## src/rtl/sec_ecc_pkg.sv

```systemverilog
package sec_ecc_pkg;

    typedef enum logic [1:0] {
        ECC_CLEAN = 2'd0,
        ECC_FIXED = 2'd1,
        ECC_FATAL = 2'd2
    } ecc_res_e;

    // Reserved code 3 folds into the uncorrectable class.
    function automatic ecc_res_e fold_code(input logic [1:0] raw);
        ecc_res_e r;
        case (raw)
            2'd0:    r = ECC_CLEAN;
            2'd1:    r = ECC_FIXED;
            default: r = ECC_FATAL;
        endcase
        return r;
    endfunction

endpackage

```

## src/rtl/ecc_field_class.sv

```systemverilog
module ecc_field_class
    import sec_ecc_pkg::*;
(
    input  logic [1:0] raw_code,
    output logic [1:0] field_val,
    output logic       is_fixed,
    output logic       is_fatal
);

    ecc_res_e res;

    always_comb begin
        res       = fold_code(raw_code);
        field_val = res;
        is_fixed  = (res == ECC_FIXED);
        is_fatal  = (res == ECC_FATAL);
    end

endmodule

```

## src/rtl/ecc_fix_locator.sv

```systemverilog
module ecc_fix_locator #(
    parameter int SECTORS      = 4,
    parameter int SECTOR_BYTES = 512,
    parameter int SPARE_BYTES  = 16,
    parameter int CODE_POS     = 6,
    parameter int CODE_LEN     = 5,
    localparam int SEC_W   = (SECTORS > 1) ? $clog2(SECTORS) : 1,
    localparam int MAIN_W  = $clog2(SECTOR_BYTES),
    localparam int SPARE_W = $clog2(SPARE_BYTES),
    localparam int ADDR_W  = $clog2(SECTORS * (SECTOR_BYTES + SPARE_BYTES))
) (
    input  logic [SEC_W-1:0]   sector,
    input  logic [MAIN_W-1:0]  main_byte,
    input  logic [2:0]         main_bit,
    input  logic [SPARE_W-1:0] spare_byte,
    input  logic [2:0]         spare_bit,
    output logic [ADDR_W-1:0]  main_addr,
    output logic [7:0]         main_mask,
    output logic [ADDR_W-1:0]  spare_addr,
    output logic [7:0]         spare_mask,
    output logic               spare_in_code
);

    localparam int SPARE_BASE = SECTORS * SECTOR_BYTES;

    always_comb begin
        main_addr  = ADDR_W'(int'(sector) * SECTOR_BYTES + int'(main_byte));
        spare_addr = ADDR_W'(SPARE_BASE + int'(sector) * SPARE_BYTES + int'(spare_byte));
        main_mask  = 8'd1 << main_bit;
        spare_mask = 8'd1 << spare_bit;
        spare_in_code = (int'(spare_byte) >= CODE_POS) &&
                        (int'(spare_byte) <  CODE_POS + CODE_LEN);
    end

endmodule

```

## src/rtl/sec_ecc_status.sv

```systemverilog
module sec_ecc_status #(
    parameter int SECTORS      = 4,
    parameter int SECTOR_BYTES = 512,
    parameter int SPARE_BYTES  = 16,
    parameter int CODE_POS     = 6,
    parameter int CODE_LEN     = 5,
    localparam int SEC_W   = (SECTORS > 1) ? $clog2(SECTORS) : 1,
    localparam int MAIN_W  = $clog2(SECTOR_BYTES),
    localparam int SPARE_W = $clog2(SPARE_BYTES),
    localparam int ADDR_W  = $clog2(SECTORS * (SECTOR_BYTES + SPARE_BYTES)),
    localparam int STAT_W  = SECTORS * 4
) (
    input  logic               clk,
    input  logic               rst_n,
    input  logic               page_start,
    input  logic               sector_done,
    input  logic [SEC_W-1:0]   sector_idx,
    input  logic [1:0]         main_code,
    input  logic [1:0]         spare_code,
    input  logic [MAIN_W-1:0]  main_err_byte,
    input  logic [2:0]         main_err_bit,
    input  logic [SPARE_W-1:0] spare_err_byte,
    input  logic [2:0]         spare_err_bit,
    output logic [STAT_W-1:0]  ecc_status,
    output logic               uncorr_flag,
    output logic               fix_we,
    output logic [ADDR_W-1:0]  fix_addr,
    output logic [7:0]         fix_mask
);

    typedef struct packed {
        logic [STAT_W-1:0] status;
        logic              uncorr;
        logic              fix_we;
        logic [ADDR_W-1:0] fix_addr;
        logic [7:0]        fix_mask;
        logic              pend;
        logic [ADDR_W-1:0] pend_addr;
        logic [7:0]        pend_mask;
    } state_t;

    state_t st_d, st_q;

    // index 0 = main area, index 1 = spare area
    logic [1:0] raw_code [2];
    logic [1:0] field_val [2];
    logic       is_fixed [2];
    logic       is_fatal [2];

    assign raw_code[0] = main_code;
    assign raw_code[1] = spare_code;

    for (genvar f = 0; f < 2; f++) begin : g_field
        ecc_field_class u_class (
            .raw_code  (raw_code[f]),
            .field_val (field_val[f]),
            .is_fixed  (is_fixed[f]),
            .is_fatal  (is_fatal[f])
        );
    end

    logic [ADDR_W-1:0] main_addr, spare_addr;
    logic [7:0]        main_mask, spare_mask;
    logic              spare_in_code;

    ecc_fix_locator #(
        .SECTORS      (SECTORS),
        .SECTOR_BYTES (SECTOR_BYTES),
        .SPARE_BYTES  (SPARE_BYTES),
        .CODE_POS     (CODE_POS),
        .CODE_LEN     (CODE_LEN)
    ) u_loc (
        .sector        (sector_idx),
        .main_byte     (main_err_byte),
        .main_bit      (main_err_bit),
        .spare_byte    (spare_err_byte),
        .spare_bit     (spare_err_bit),
        .main_addr     (main_addr),
        .main_mask     (main_mask),
        .spare_addr    (spare_addr),
        .spare_mask    (spare_mask),
        .spare_in_code (spare_in_code)
    );

    logic sector_fail;
    logic spare_repair;

    always_comb begin
        sector_fail  = is_fatal[0] | is_fatal[1];
        spare_repair = is_fixed[1] & ~spare_in_code;

        st_d          = st_q;
        st_d.fix_we   = 1'b0;
        st_d.fix_mask = '0;

        // Drain a deferred spare repair first.
        if (st_q.pend) begin
            st_d.fix_we   = 1'b1;
            st_d.fix_addr = st_q.pend_addr;
            st_d.fix_mask = st_q.pend_mask;
            st_d.pend     = 1'b0;
        end

        if (page_start) begin
            st_d.status = '0;
            st_d.uncorr = 1'b0;
        end

        if (sector_done && (int'(sector_idx) < SECTORS)) begin
            st_d.status[int'(sector_idx)*4 +: 4] = {field_val[1], field_val[0]};
            if (sector_fail) begin
                st_d.uncorr = 1'b1;
            end else if (is_fixed[0]) begin
                st_d.fix_we   = 1'b1;
                st_d.fix_addr = main_addr;
                st_d.fix_mask = main_mask;
                if (spare_repair) begin
                    st_d.pend      = 1'b1;
                    st_d.pend_addr = spare_addr;
                    st_d.pend_mask = spare_mask;
                end
            end else if (spare_repair) begin
                st_d.fix_we   = 1'b1;
                st_d.fix_addr = spare_addr;
                st_d.fix_mask = spare_mask;
            end
        end
    end

    always_ff @(posedge clk or negedge rst_n) begin
        if (!rst_n) begin
            st_q <= '0;
        end else begin
            st_q <= st_d;
        end
    end

    assign ecc_status  = st_q.status;
    assign uncorr_flag = st_q.uncorr;
    assign fix_we      = st_q.fix_we;
    assign fix_addr    = st_q.fix_addr;
    assign fix_mask    = st_q.fix_mask;

endmodule

```

## config.mk

```make
export PLATFORM = sky130hd
export DESIGN_NAME = sec_ecc_status
export DESIGN_NICKNAME = d
export VERILOG_FILES = /design/src/rtl/sec_ecc_pkg.sv /design/src/rtl/ecc_field_class.sv /design/src/rtl/ecc_fix_locator.sv /design/src/rtl/sec_ecc_status.sv
export SDC_FILE = /design/constraint.sdc
export NUM_CORES = 1
export LEC_CHECK = 0
export ABC_AREA = 0
export BUFFER_PORTS_ARGS = -buffer_cell sky130_fd_sc_hd__buf_2
export CORE_ASPECT_RATIO = 0.9
export CORE_MARGIN = 2
export CORE_UTILIZATION = 30
export DETAILED_ROUTE_END_ITERATION = 10
export PLACE_DENSITY = 0.5
export SETUP_SLACK_MARGIN = 0.1
export SKIP_CTS_REPAIR_TIMING = 1
export SLEW_MARGIN = 40
export SYNTH_ARGS = -nofsm -noshare
export SYNTH_HDL_FRONTEND = slang
export SYNTH_SLANG_ARGS = --single-unit
```

## constraint.sdc

```tcl
create_clock -name clk -period 1.9 [get_ports clk]
set_input_delay 0.095 -clock clk [delete_from_list [all_inputs] [get_ports clk]]
set_output_delay 0.095 -clock clk [all_outputs]
set_load 0.005 [all_outputs]
```

==> impl_metrics.toml, run 1 <==
[status]
status = "finished, final reports clean"

[hold_path]
hold_path.startpoint = "main_err_byte[6]"
holdPathStages = 2
min_to = "fix_addr[6]"
hold_class = "primary input to flop"

[logic_synthesis]
synth_cells = 252
syn_nets = 286
yosysWarnings = 0
ys_seq_elements = 54
yosysSeqAreaShare = 0.484
syn_area_per_cell_um2 = 11.1
synth_area_um2 = 2790
synth.distinct_cells = 41

[timing]
fmax_mhz = 712
min_period_ns = 1.41
fin_setup_tns_ns = 0
fin_crit_sh = 0.740
grt_setup_unrepaired = "false"
hold_viol = 0
fin_skew_ns = 0.00547
tightest_slew_ns = 0.684
setup-violations-final = 0
slew_headroom = 0.544
report.final.slew_viol_count = 0

[clocking]
cts_made_buffers = 5
tritoncts = "yes"
clk_latency_ns = 0.30
root_buffer = "clkbuf_8"
cts_max_path_buffers = 2
clock_sinks = 54
htreeDepth = 2
clk_pin_slew_worst_paths_ns = 0.10

[setup_path]
crit_fanout = 10
crit_path_max_incr_delay_ns = 0.68
r2r_slack_ns = 0.49
critPathKind = "flop to flop"
r2r-start = "st_q[20]"
r2r_end = "fix_mask[5]"
cp_cell_sequence = "buf_4 -> nand2_1 -> a221oi_1"
cp_slowest_cell = "dfrtp_1"
rr_worst_depth = 3
worstSetupEndpointType = "flop"
worst_ep_arrival_time_ns = 1.60
cp_top_family = "flip-flops"
required_ns = 2.10
crit_cells = 3
cp_num_buf_inv = 1
cp-start-kind = "flop"

[power_and_ir_drop]
power.total_mw = 2.40
p_leak_nw = 1.52
p_per_area_nw_per_um2 = 773
max-vdd-ir-drop_uv = 269

[die]
dieArea_um2 = 10100
die_w_um = 106
design.core.area_um2 = 9080
std_cell_rows = 33
io_pins = 67
start_util = 0.308
dieHeight_um = 95.6

[drt]
dr.pass1.iters = 4
vias = 1919
viasPerCell = 4.69
ant_nets = 0
wl_per_cell_um = 15.4
drt_iter0_drc = 74
drc = 0
routed_wl_um = 6300

[cells_and_area]
drive_gt1_frac = 0.341
area_delta_synth_final_pct = 11.2
nets = 320
layout_common_cells = "buf_2, dfrtp_1, nand2_1"
n_antenna_cell = 0
utilization = 0.342
layout_commonest_cell = "buf_2"

[global_routing]
antenna_found_initial = 0
grt_overflow = 0
grt_pass1_wl_um = 10400
grt_start_max_net_pins = 55
grtUsageTotal = 0.130
grt_pass1_vias = 1987

[placed_design]
routabilityCongestion = 0.697
place_hpwl_um = 4480
io_buffers = 66

[run]
cap_viol_max_count = 0
[through the flow]
step	hold WS (ns)	setup WS, ns	instance area [um^2]	cells
after floorplan	-0.201	0.600	2790	252
after global placement	0.118	0.324	3000	400
after detailed placement	0.119	0.288	3000	400
after CTS	-0.225	0.484	3100	408
after global routing	0.0114	0.389	3110	409
final	0.00765	0.495	3110	409
[report_power, final]
part           internal [mW]  switching, mW
Combinational          0.193          0.206
Sequential              1.27         0.0607
Clock                  0.296          0.379
Total                   1.75          0.646
[cell families (layout without fill, tap and decap cells)]
| group | Yosys count | after routing | synth area share |
|---|---|---|---|
| fa+ha+maj | 5 | 5 | 0.0224 |
| flops | 54 | 54 | 0.484 |
| mux | 14 | 14 | 0.0573 |
| compound gates | 66 | 66 | 0.184 |
| simple gates | 56 | 56 | 0.117 |
| buf+inv | 57 | 92 | 0.136 |
[worst max path at each step]
| stage | from | to |
|---|---|---|
| 3_3_place_gp | sector_done | st_q[4] |
| 3_5_place_dp | sector_done | st_q[4] |
| 4_1_cts | st_q[20] | fix_mask[2] |
| 6_report | st_q[20] | fix_mask[5] |
| 5_1_grt | st_q[20] | fix_mask[2] |
| 2_1_floorplan | spare_code[1] | st_q[4] |
[state kept, by name, summed over array words and instances, names as in the netlist]
signal       flops
st_q            16
fix_we           1
fix_addr        12
uncorr_flag      1
fix_mask         8
ecc_status      16
[cell type report]
type,instances,area (um^2)
clock buffers,7,86.3
clock inverters,1,5.00
fillers,967,5980
inverters,9,33.8
multi-input cells,141,1060
flip-flops and latches,54,1350
well taps,122,153
repair buffers,75,413
[layer usage]
layer	wire (um)	track usage	up-vias
met2	3020	0.215	43
met5	0	0	-
met3	278	0.0294	6
met4	73	0.0384	0
li1	-	-	943
met1	2930	0.173	927
[Yosys cell counts]
library cell / n / area share
and4_1: 3 / 0.0094
mux2_2: 3 / 0.012
buf_4: 37 / 0.099
nand2b_4: 1 / 0.0049
mux2i_1: 7 / 0.025
mux2_4: 3 / 0.016
ha_1: 5 / 0.022
o211ai_2: 1 / 0.0045
nand2b_1: 2 / 0.0045
o211a_4: 1 / 0.0063
dfrtp_1: 54 / 0.48
nor3_2: 1 / 0.0036
nand3b_1: 3 / 0.0081
nor2b_1: 3 / 0.0067
nor3_1: 5 / 0.0090
nor3b_4: 1 / 0.0067
a21o_1: 1 / 0.0027
nor2_1: 9 / 0.012
nand2_1: 19 / 0.026
a221oi_1: 2 / 0.0063
o2111ai_4: 1 / 0.0094
o21ai_0: 13 / 0.023
buf_6: 3 / 0.012
and4b_1: 1 / 0.0036
nor3b_1: 1 / 0.0027
and4bb_4: 1 / 0.0058
clkbuf_1: 3 / 0.0040
nand4_1: 2 / 0.0045
a21oi_1: 13 / 0.023
a211oi_1: 5 / 0.013
a22o_1: 17 / 0.053
buf_2: 3 / 0.0054
inv_1: 9 / 0.012
o32ai_1: 6 / 0.019
nand3_1: 2 / 0.0036
buf_1: 2 / 0.0027
a221oi_2: 3 / 0.016
mux2_1: 1 / 0.0040
nor2_4: 1 / 0.0040
a31oi_1: 3 / 0.0067
and3_1: 1 / 0.0022
Note: power is estimated with default switching activity, not from simulation.
==> inputs of run 2 (changes only) <==
PLACE_DENSITY = 0.52   (was 0.5)
clock period = 1.1 ns   (was 1.9 ns; I/O delays follow)
==> run 2 against run 1 <==
Effect of this change:
- combinational power increased by 110%
- global-route usage about the same
- fmax increased by 32%
- sequential share of layout area decreased by 5.3 points
- worst setup slack got worse by 0.46 ns
- cell area increased by 14%
- clock skew increased by 0.00074 ns
==> impl_metrics.toml, run 2 (same netlist as run 1, synthesis figures left out) <==
[cells_and_area]
nets = 353
regArea_um2 = 1350
final_area_um2 = 3540
area_delta_synth_final_pct = 26.6
finalNonFillerCells = 442
drive_gt1_frac = 0.447
multi_input_area_um2 = 1140
layout_commonest_cell = "buf_2"
layout_common_cells = "buf_2, dfrtp_1, buf_4"
n_antenna_cell = 0
num-fill-cells = 935

[timing]
fin_skew_ns = 0.00621
fmax_mhz = 942
setup-violations-final = 0
grt_setup_unrepaired = "true"
fin_crit_sh = 0.965
fin_setup_tns_ns = 0
hold_viol = 0
slew_headroom = 0.697
layout_setup_ws_ns = 0.0383
min_period_ns = 1.06
report.final.slew_viol_count = 0
tightest_slew_ns = 0.455

[setup_path]
cp-start-kind = "flop"
r2r_slack_ns = 0.04
cp_cell_sequence = "buf_12 -> mux2i_2 -> a221oi_2"
crit_path_max_incr_delay_ns = 0.43
rr_worst_depth = 3
cp_num_buf_inv = 1
worstSetupEndpointType = "flop"
crit_fanout = 14
cp_slowest_cell = "dfrtp_1"
cp_top_family = "flip-flops"
required_ns = 1.32
r2r-start = "st_q[20]"
critPathKind = "flop to flop"
worst_ep_arrival_time_ns = 1.28
r2r_end = "fix_addr[3]"

[hold_path]
hold_class = "primary input to flop"
hold_path.startpoint = "page_start"
holdPathStages = 2
min_to = "uncorr_flag"

[clocking]
htreeDepth = 2
tritoncts = "yes"
cts_made_buffers = 5
clk_latency_ns = 0.30
cts_max_path_buffers = 2
root_buffer = "clkbuf_8"
clk_pin_slew_worst_paths_ns = 0.10
clock_sinks = 54

[die]
start_util = 0.308
design.core.area_um2 = 9080
io_pins = 67
die_w_um = 106
dieArea_um2 = 10100
std_cell_rows = 33
dieHeight_um = 95.6

[drt]
viasPerCell = 4.61
dr.pass1.iters = 4
ant_nets = 0
routed_wl_um = 6610
drt_iter0_drc = 90
vias = 2037
wl_per_cell_um = 15.0
drc = 0

[power_and_ir_drop]
p_leak_nw = 1.72
p_per_area_nw_per_um2 = 1260
max-vdd-ir-drop_uv = 645

[global_routing]
grt_pass1_wl_um = 10100
grt_start_max_net_pins = 25
antenna_found_initial = 0
grt_overflow = 0
grtUsageTotal = 0.130
grt_pass1_vias = 1974

[status]
status = "finished, final reports clean"

[placed_design]
io_buffers = 66
place_area_um2 = 3330
pre_cts_ws_ns = -0.311
routabilityCongestion = 0.801
place_hpwl_um = 5030
dp.cells = 429

[run]
cap_viol_max_count = 0
[run 2: cell types whose count changed in the layout (fill, tap and decap cells not counted), moves of 3 or more]
cell / previous run / this run
a211oi_1: 5 / 2
a211oi_2: 0 / 3
buf_4: 7 / 32
buf_12: 1 / 6
dlygate4sd3_1: 1 / 4
[run 2: worst register-to-register path, cell delays in order (launching register included)]
cell      delay [ns]
dfrtp_1         0.43
buf_12          0.17
mux2i_2         0.16
a221oi_2        0.23
[run 2: area by class of cell]
class                      count  share of cell area
clock inverter                 1             0.00849
sequential                    54               0.382
multi-input combinational    141               0.323
inverter                       9              0.0117
tap                          122              0.0431
timing repair buffer         108               0.210
clock buffer                   7              0.0216
[run 2: report_power, final]
part           internal [mW]  switching (mW)  total, mW
sequential              2.19           0.112       2.30
clock                  0.683           0.651       1.33
combinational          0.436           0.388      0.825
[run 2: through the flow]
step                power [mW]  hold WS (ns)  utilization
floorplan                 2.86        -0.241            -
global placement          3.12        0.0252        0.367
detailed placement        3.14        0.0270        0.367
CTS                       4.48        -0.312        0.379
global route              4.69        0.0136        0.390
finish                    4.46        0.0142        0.390
[run 2: worst max-delay path by stage]
stage / end / cells past startpoint / slack [ns] / start
after floorplan: st_q[10] / 5 / -0.15 / spare_code[1]
after global placement: fix_mask[2] / 5 / -0.24 / spare_err_byte[0]
after detailed placement: fix_mask[2] / 5 / -0.31 / spare_err_byte[0]
after CTS: fix_addr[3] / 3 / 0.04 / st_q[20]
after global routing: fix_addr[3] / 3 / -0.02 / st_q[20]
final: fix_addr[3] / 3 / 0.04 / st_q[20]
[run 2: per-layer routing]
metal	global-route usage	wire, um
met4	0.0417	63
met3	0.0246	262
met5	0	0
met1	0.179	3160
met2	0.209	3120
